### config.mk
export PLATFORM = sky130hd
export DESIGN_NAME = pass_switch_ctrl
export DESIGN_NICKNAME = d
export VERILOG_FILES = /design/src/rtl/psw_pkg.sv /design/src/rtl/psw_sync.sv /design/src/rtl/psw_window.sv /design/src/rtl/psw_seq.sv /design/src/rtl/pass_switch_ctrl.sv
export SDC_FILE = /design/constraint.sdc
export NUM_CORES = 1
export LEC_CHECK = 0
export ABC_AREA = 1
export BUFFER_PORTS_ARGS = -buffer_cell sky130_fd_sc_hd__buf_4
export CAP_MARGIN = 15
export CELL_PAD_IN_SITES_DETAIL_PLACEMENT = 0
export CELL_PAD_IN_SITES_GLOBAL_PLACEMENT = 2
export CORE_UTILIZATION = 30
export CTS_BUF_LIST = sky130_fd_sc_hd__clkbuf_4 sky130_fd_sc_hd__clkbuf_8 sky130_fd_sc_hd__clkbuf_16
export DETAILED_ROUTE_END_ITERATION = 8
export PLACE_DENSITY_LB_ADDON = 0.1
export SYNTH_ARGS = -nofsm -noshare
export SYNTH_HDL_FRONTEND = slang
export SYNTH_SLANG_ARGS = --single-unit
### constraint.sdc
create_clock -name clk -period 1.65 [get_ports clk]
set_clock_uncertainty 0.1 [all_clocks]
set_input_delay 0.0825 -clock clk [delete_from_list [all_inputs] [get_ports clk]]
set_output_delay 0.0825 -clock clk [all_outputs]
set_load 0.01 [all_outputs]
### src/rtl/psw_pkg.sv
package psw_pkg;

    typedef enum logic [1:0] {
        MODE_RAISED = 2'b00,
        MODE_FWD    = 2'b01,
        MODE_BACK   = 2'b10,
        MODE_OFF    = 2'b11
    } op_mode_t;

    typedef enum logic [1:0] {
        ST_IDLE,
        ST_ARM,
        ST_SETTLE,
        ST_RUN
    } seq_state_t;

    typedef struct packed {
        logic under;
        logic over;
        logic over_hi;
        logic neg;
        logic hot;
    } cmp_vec_t;

    localparam int CMP_W = $bits(cmp_vec_t);

    function automatic logic is_forward(op_mode_t m);
        return (m == MODE_RAISED) || (m == MODE_FWD);
    endfunction

endpackage

### src/rtl/psw_sync.sv
module psw_sync #(
    parameter int WIDTH  = 1,
    parameter int STAGES = 2
) (
    input  logic             clk,
    input  logic             rst,
    input  logic [WIDTH-1:0] d,
    output logic [WIDTH-1:0] q
);
    logic [WIDTH-1:0] chain [STAGES];

    for (genvar g = 0; g < STAGES; g++) begin : g_stage
        if (g == 0) begin : g_first
            always_ff @(posedge clk) begin
                if (rst) chain[g] <= '0;
                else     chain[g] <= d;
            end
        end else begin : g_next
            always_ff @(posedge clk) begin
                if (rst) chain[g] <= '0;
                else     chain[g] <= chain[g-1];
            end
        end
    end

    assign q = chain[STAGES-1];
endmodule

### src/rtl/psw_window.sv
module psw_window
    import psw_pkg::*;
(
    input  op_mode_t mode,
    input  logic     under,
    input  logic     over,
    input  logic     over_hi,
    input  logic     neg,
    output logic     win_ok
);
    logic sel_over;

    // raised-limit mode looks at the higher comparator
    always_comb begin
        sel_over = (mode == MODE_RAISED) ? over_hi : over;
        win_ok   = !under && !sel_over && !neg;
    end
endmodule

### src/rtl/psw_seq.sv
module psw_seq
    import psw_pkg::*;
#(
    parameter int CLKS_PER_MS = 125000,
    parameter int TON_MS      = 30,
    parameter int TFLAG_MS    = 30
) (
    input  logic     clk,
    input  logic     rst,
    input  op_mode_t mode,
    input  logic     win_ok,
    input  logic     hot,
    input  logic     neg,
    output logic     sw_o,
    output logic     flag_o,
    output logic     hr_o
);
    localparam int PRE_W  = (CLKS_PER_MS > 1) ? $clog2(CLKS_PER_MS) : 1;
    localparam int MS_MAX = (TON_MS > TFLAG_MS) ? TON_MS : TFLAG_MS;
    localparam int MS_W   = (MS_MAX > 0) ? $clog2(MS_MAX + 1) : 1;
    localparam logic [PRE_W-1:0] PRE_LAST  = PRE_W'(CLKS_PER_MS - 1);
    localparam logic [MS_W-1:0]  ARM_LAST  = MS_W'(TON_MS - 1);
    localparam logic [MS_W-1:0]  FLAG_LAST = MS_W'(TFLAG_MS - 1);

    seq_state_t       st_q, st_d;
    op_mode_t         mode_prev;
    logic [PRE_W-1:0] pre_q, pre_d;
    logic [MS_W-1:0]  ms_q, ms_d;
    logic             sw_q, sw_d, flag_q, flag_d, hr_q, hr_d;
    logic             mode_chg;

    always_comb begin
        st_d     = st_q;
        pre_d    = pre_q;
        ms_d     = ms_q;
        sw_d     = 1'b0;
        flag_d   = 1'b0;
        hr_d     = 1'b0;
        mode_chg = (mode != mode_prev);
        unique case (mode)
            MODE_RAISED, MODE_FWD: begin
                if (!win_ok || hot || mode_chg) begin
                    st_d  = ST_IDLE;
                    pre_d = '0;
                    ms_d  = '0;
                end else begin
                    unique case (st_q)
                        ST_IDLE: begin
                            st_d  = ST_ARM;
                            pre_d = '0;
                            ms_d  = '0;
                        end
                        ST_ARM: begin
                            if (pre_q == PRE_LAST) begin
                                pre_d = '0;
                                if (ms_q == ARM_LAST) begin
                                    st_d = ST_SETTLE;
                                    ms_d = '0;
                                end else begin
                                    ms_d = ms_q + 1'b1;
                                end
                            end else begin
                                pre_d = pre_q + 1'b1;
                            end
                        end
                        ST_SETTLE: begin
                            if (pre_q == PRE_LAST) begin
                                pre_d = '0;
                                if (ms_q == FLAG_LAST) begin
                                    st_d = ST_RUN;
                                    ms_d = '0;
                                end else begin
                                    ms_d = ms_q + 1'b1;
                                end
                            end else begin
                                pre_d = pre_q + 1'b1;
                            end
                        end
                        default: st_d = ST_RUN;
                    endcase
                end
                sw_d   = (st_d == ST_SETTLE) || (st_d == ST_RUN);
                flag_d = (st_d == ST_RUN);
                hr_d   = sw_d && (mode == MODE_RAISED);
            end
            MODE_OFF: begin
                st_d   = ST_IDLE;
                pre_d  = '0;
                ms_d   = '0;
                flag_d = win_ok && !hot;
            end
            default: begin
                st_d   = ST_IDLE;
                pre_d  = '0;
                ms_d   = '0;
                sw_d   = !hot && !neg;
                flag_d = !hot;
            end
        endcase
    end

    always_ff @(posedge clk) begin
        if (rst) begin
            st_q      <= ST_IDLE;
            mode_prev <= MODE_OFF;
            pre_q     <= '0;
            ms_q      <= '0;
            sw_q      <= 1'b0;
            flag_q    <= 1'b0;
            hr_q      <= 1'b0;
        end else begin
            st_q      <= st_d;
            mode_prev <= mode;
            pre_q     <= pre_d;
            ms_q      <= ms_d;
            sw_q      <= sw_d;
            flag_q    <= flag_d;
            hr_q      <= hr_d;
        end
    end

    assign sw_o   = sw_q;
    assign flag_o = flag_q;
    assign hr_o   = hr_q;

    p_window_fault_r4: assert property (@(posedge clk) disable iff (rst)
        is_forward(mode) && !win_ok |=> !sw_q && !flag_q);
    p_hot_opens_r8: assert property (@(posedge clk) disable iff (rst)
        hot |=> !sw_q && !flag_q);
    p_neg_opens_r9: assert property (@(posedge clk) disable iff (rst)
        neg |=> !sw_q);
    p_off_open_r6: assert property (@(posedge clk) disable iff (rst)
        mode == MODE_OFF |=> !sw_q);
    p_back_closed_r7: assert property (@(posedge clk) disable iff (rst)
        mode == MODE_BACK && !hot && !neg |=> sw_q && flag_q);
    p_flag_after_sw_r3: assert property (@(posedge clk) disable iff (rst)
        is_forward(mode_prev) && flag_q |-> sw_q);
    p_hires_only_raised_r5: assert property (@(posedge clk) disable iff (rst)
        hr_q |-> sw_q && mode_prev == MODE_RAISED);
    p_close_from_arm_r2: assert property (@(posedge clk) disable iff (rst)
        $rose(sw_q) && is_forward(mode_prev) |-> $past(st_q) == ST_ARM);
    p_prescale_range_r2: assert property (@(posedge clk) disable iff (rst)
        pre_q <= PRE_LAST);
    p_mode_restart_r11: assert property (@(posedge clk) disable iff (rst)
        mode != mode_prev |=> st_q == ST_IDLE);
endmodule

### src/rtl/pass_switch_ctrl.sv
module pass_switch_ctrl
    import psw_pkg::*;
#(
    parameter int CLKS_PER_MS = 125000,
    parameter int TON_MS      = 30,
    parameter int TFLAG_MS    = 30,
    parameter int SYNC_STAGES = 2
) (
    input  logic       clk,
    input  logic       rst,
    input  logic [1:0] mode_sel,
    input  logic       cmp_under,
    input  logic       cmp_over,
    input  logic       cmp_over_hi,
    input  logic       cmp_neg,
    input  logic       cmp_hot,
    output logic       pass_en,
    output logic       hi_res_sel,
    output logic       fault_n
);
    cmp_vec_t         raw, cs;
    logic [CMP_W-1:0] cs_bits;
    op_mode_t         mode;
    logic             win_ok;

    assign raw  = '{under: cmp_under, over: cmp_over, over_hi: cmp_over_hi,
                    neg: cmp_neg, hot: cmp_hot};
    assign mode = op_mode_t'(mode_sel);
    assign cs   = cmp_vec_t'(cs_bits);

    psw_sync #(.WIDTH(CMP_W), .STAGES(SYNC_STAGES)) u_sync (
        .clk (clk),
        .rst (rst),
        .d   (raw),
        .q   (cs_bits)
    );

    psw_window u_win (
        .mode    (mode),
        .under   (cs.under),
        .over    (cs.over),
        .over_hi (cs.over_hi),
        .neg     (cs.neg),
        .win_ok  (win_ok)
    );

    psw_seq #(
        .CLKS_PER_MS (CLKS_PER_MS),
        .TON_MS      (TON_MS),
        .TFLAG_MS    (TFLAG_MS)
    ) u_seq (
        .clk    (clk),
        .rst    (rst),
        .mode   (mode),
        .win_ok (win_ok),
        .hot    (cs.hot),
        .neg    (cs.neg),
        .sw_o   (pass_en),
        .flag_o (fault_n),
        .hr_o   (hi_res_sel)
    );
endmodule

==> qor.yml <==
outcome:
  status: "complete, no violations"
setup_path:
  crit_slowest_cell: "dfxtp_2"
  crit_chain: "ha_4, nand2_4, inv_2, nand2_2, nor2_4, nand2_1, nand2_2, nor2_2, o21ai_0, a21oi_1"
  crit_cells: 10
  worstSetupStartpoint: "u_seq.pre_q[1]"
  start_kind: "flop"
  cp_common_cell: "nand2_2"
  cp_top_family: "simple AND/OR/NAND/NOR gates"
  cp_data_required_time_ns: 1.78
  path_max_fanout: 5
  crit_arrival_ns: 1.67
  cp_num_buf_inv: 1
  regToRegSetupSlack_ns: 0.11
  reg2regPathDepth: 10
  cpPeakStageDelay_ns: 0.34
  timing.rr.end: "u_seq.pre_q[15]"
  worstSetupEndpointType: "flop"
  rr_startpoint: "u_seq.pre_q[1]"
  path_class: "reg -> reg"
  cp-endpoint: "u_seq.pre_q[15]"
die:
  pin_count: 12
  fp.dieH_um: 81.7
  core-area_um2: 6030
  placementRows: 28
  initial_utilization_pct: 31.6
  chipWidth_um: 81.7
  dieArea_um2: 6670
detailed_routing:
  first_pass_iters: 4
  first_iter_violations: 48
  drc_errors: 0
  wl_per_cell_um: 11.4
  antenna_left: 0
  totalWireLength_um: 4460
  via_per_inst: 4.40
  vias: 1729
placement:
  placed_area_um2: 2210
  place.port_buffers: 11
  hpwl_um: 3390
  gp_congestion: 0.787
  dp.cells: 374
synth:
  ys_top_cells_by_area: "dfxtp_1 41%, nand2_1 12%, nor2_1 10%"
  yosysWarnings: 0
  synthCells: 272
  yosysUniqueCellTypes: 26
  netlist_area_um2: 1910
  synth_seq_cells: 39
  synth_top_cell_by_area: "dfxtp_1"
  ys_seq_area_share_pct: 41.0
  syn_nets: 288
  yosysTopAreaCellShare_pct: 41.0
  postSynthAreaPerCell_um2: 7.01
pwr:
  power_mw: 1.72
  power.density_nw_per_um2: 679
  irDropWorstVdd_uv: 322
  cellLeakagePower_nw: 1.09
sta:
  setup_viol: 0
  maxSlewViolCount: 0
  hold_viol_final: 0
  tightest_slew_ns: 0.407
  max_freq_mhz: 650
  rsz0062_at_grt: "true"
  post-route-period-util_pct: 93.2
  max_slew_margin_pct: 72.6
  period_needed_ns: 1.54
global_routing:
  grt_overflow_total: 0
  grt_pass1_wl_um: 7870
  track_usage_pct: 16.0
  grt_max_degree: 13
  grt_pass1_vias: 1748
  antenna_found_initial: 0
cts:
  postCtsSetupBuffers: 0
  cts_buffers: 5
  clock-root-buffer: "clkbuf_8"
  cts_tree: "built"
  cts_max_path_buffers: 2
  h-tree-depth: 2
  clk_latency_ns: 0.29
  path_clk_slew_ns: 0.08
  cts.sinks: 39
layout:
  nets: 334
  n_fill_cell: 647
  instances_no_fill: 393
  synthToLayoutAreaGrowth_pct: 32.6
  num_antenna_cells: 0
  fin_area_um2: 2530
  layout-drive-gt1-share_pct: 24.5
worst_hold_path:
  hold_path_class: "in -> reg"
flow_run:
  cap_violations: 0
[synth_stat cells]
cell type / number
or2_1: 1
xor2_1: 7
nor2_1: 51
nand2_1: 63
nor2_2: 1
o21ai_0: 6
nor3_1: 8
nand2_2: 2
ha_1: 7
nor3_2: 4
inv_2: 2
or2_2: 2
nand4_1: 3
a22oi_1: 1
nor2_4: 1
dfxtp_1: 39
clkbuf_1: 3
o211a_1: 1
inv_1: 39
nor3b_2: 1
and3_1: 1
nor3_4: 1
a21oi_1: 16
buf_6: 1
nand3_1: 10
nand3b_2: 1
[through the flow]
stage               hold slack, ns  utilization [%]  setup slack (ns)  TNS [ns]
floorplan                   0.0752                -            0.0391         0
global placement             0.181             36.7           -0.0227   -0.0551
detailed placement           0.189             36.7           -0.0780    -0.351
CTS                        0.00197             40.4          -0.00132  -0.00132
global route                0.0212             41.9          -0.00972   -0.0191
finish                     0.00162             41.9             0.113         0
[metal layers]
layer  vias to the layer above  GRT usage (%)  wire length (um)
li1                        933              -                 -
met1                       774           19.3              2180
met2                        18           27.3              2100
met3                         4           3.67               122
met4                         0           6.32                55
met5                         -              0                 0
[registers in the layout, summed over array words and instances, names as in the netlist]
name	count
u_seq.pre_q	17
u_sync.chain	10
u_seq.flag_o	1
u_seq.st_q	2
u_seq.ms_q	5
u_seq.hr_o	1
u_seq.mode_prev	2
u_seq.sw_o	1
[how the worst min path moves through the flow]
| stage | start | to | slack [ns] | cells past startpoint |
|---|---|---|---|---|
| CTS | mode_sel[1] | u_seq.sw_o | 0.002 | 3 |
| finish | mode_sel[1] | u_seq.sw_o | 0.002 | 3 |
| global route | mode_sel[1] | u_seq.sw_o | 0.02 | 3 |
| global placement | cmp_over | u_sync.chain[0][3] | 0.18 | 3 |
| floorplan | mode_sel[0] | u_seq.mode_prev[0] | 0.08 | 2 |
| detailed placement | cmp_over_hi | u_sync.chain[0][2] | 0.19 | 3 |
[report_power, final]
group | leakage, nW | switching [mW] | internal [mW] | total [mW]
registers | 0.319 | 0.00624 | 0.957 | 0.964
logic | 0.730 | 0.0535 | 0.0598 | 0.113
clock network | 0.0440 | 0.350 | 0.289 | 0.639
[cell families after synthesis]
kind of cell / count (synthesis) / share of synthesized area [%]
xor+xnor: 7 / 3.22
fa+ha+maj: 7 / 4.60
simple gates: 150 / 35.3
flops: 39 / 41.0
compound gates: 24 / 6.70
buf+inv: 45 / 9.26
[placed cells by master, fill, tap and decap left out, types with 6 or more instances in the layout]
cell,instances
o21ai_0,6
nor2_2,7
xor2_1,7
dfxtp_1,35
nand2_1,58
nand3_1,9
nor2_1,41
nor3_1,8
buf_4,29
inv_1,37
dlygate4sd3_1,12
a21oi_1,15
[final cells by class]
type | count | area, um^2 | share of cell area (%)
well taps | 75 | 93.8 | 3.71
multi-input cells | 188 | 1050 | 41.6
clock buffers | 5 | 68.8 | 2.72
inverters | 41 | 154 | 6.09
clock inverters | 2 | 13.8 | 0.545
flip-flops and latches | 39 | 786 | 31.1
repair buffers | 43 | 360 | 14.3
[worst min-delay path, delay by kind of cell]
kind | cells | cell delay (ns)
and+or+nand+nor | 2 | 0.18
buffers and inverters | 1 | 0.11
[what timing repair did]
action / 4_1_cts / 5_1_grt
resized for setup: 7 / 27
endpoints found under the setup margin: 21 / 26
endpoints found under the hold margin: 11 / 0
pin swaps: 1 / 8
hold buffers: 12 / 0
No activity file was read; power rests on OpenSTA's default activity.
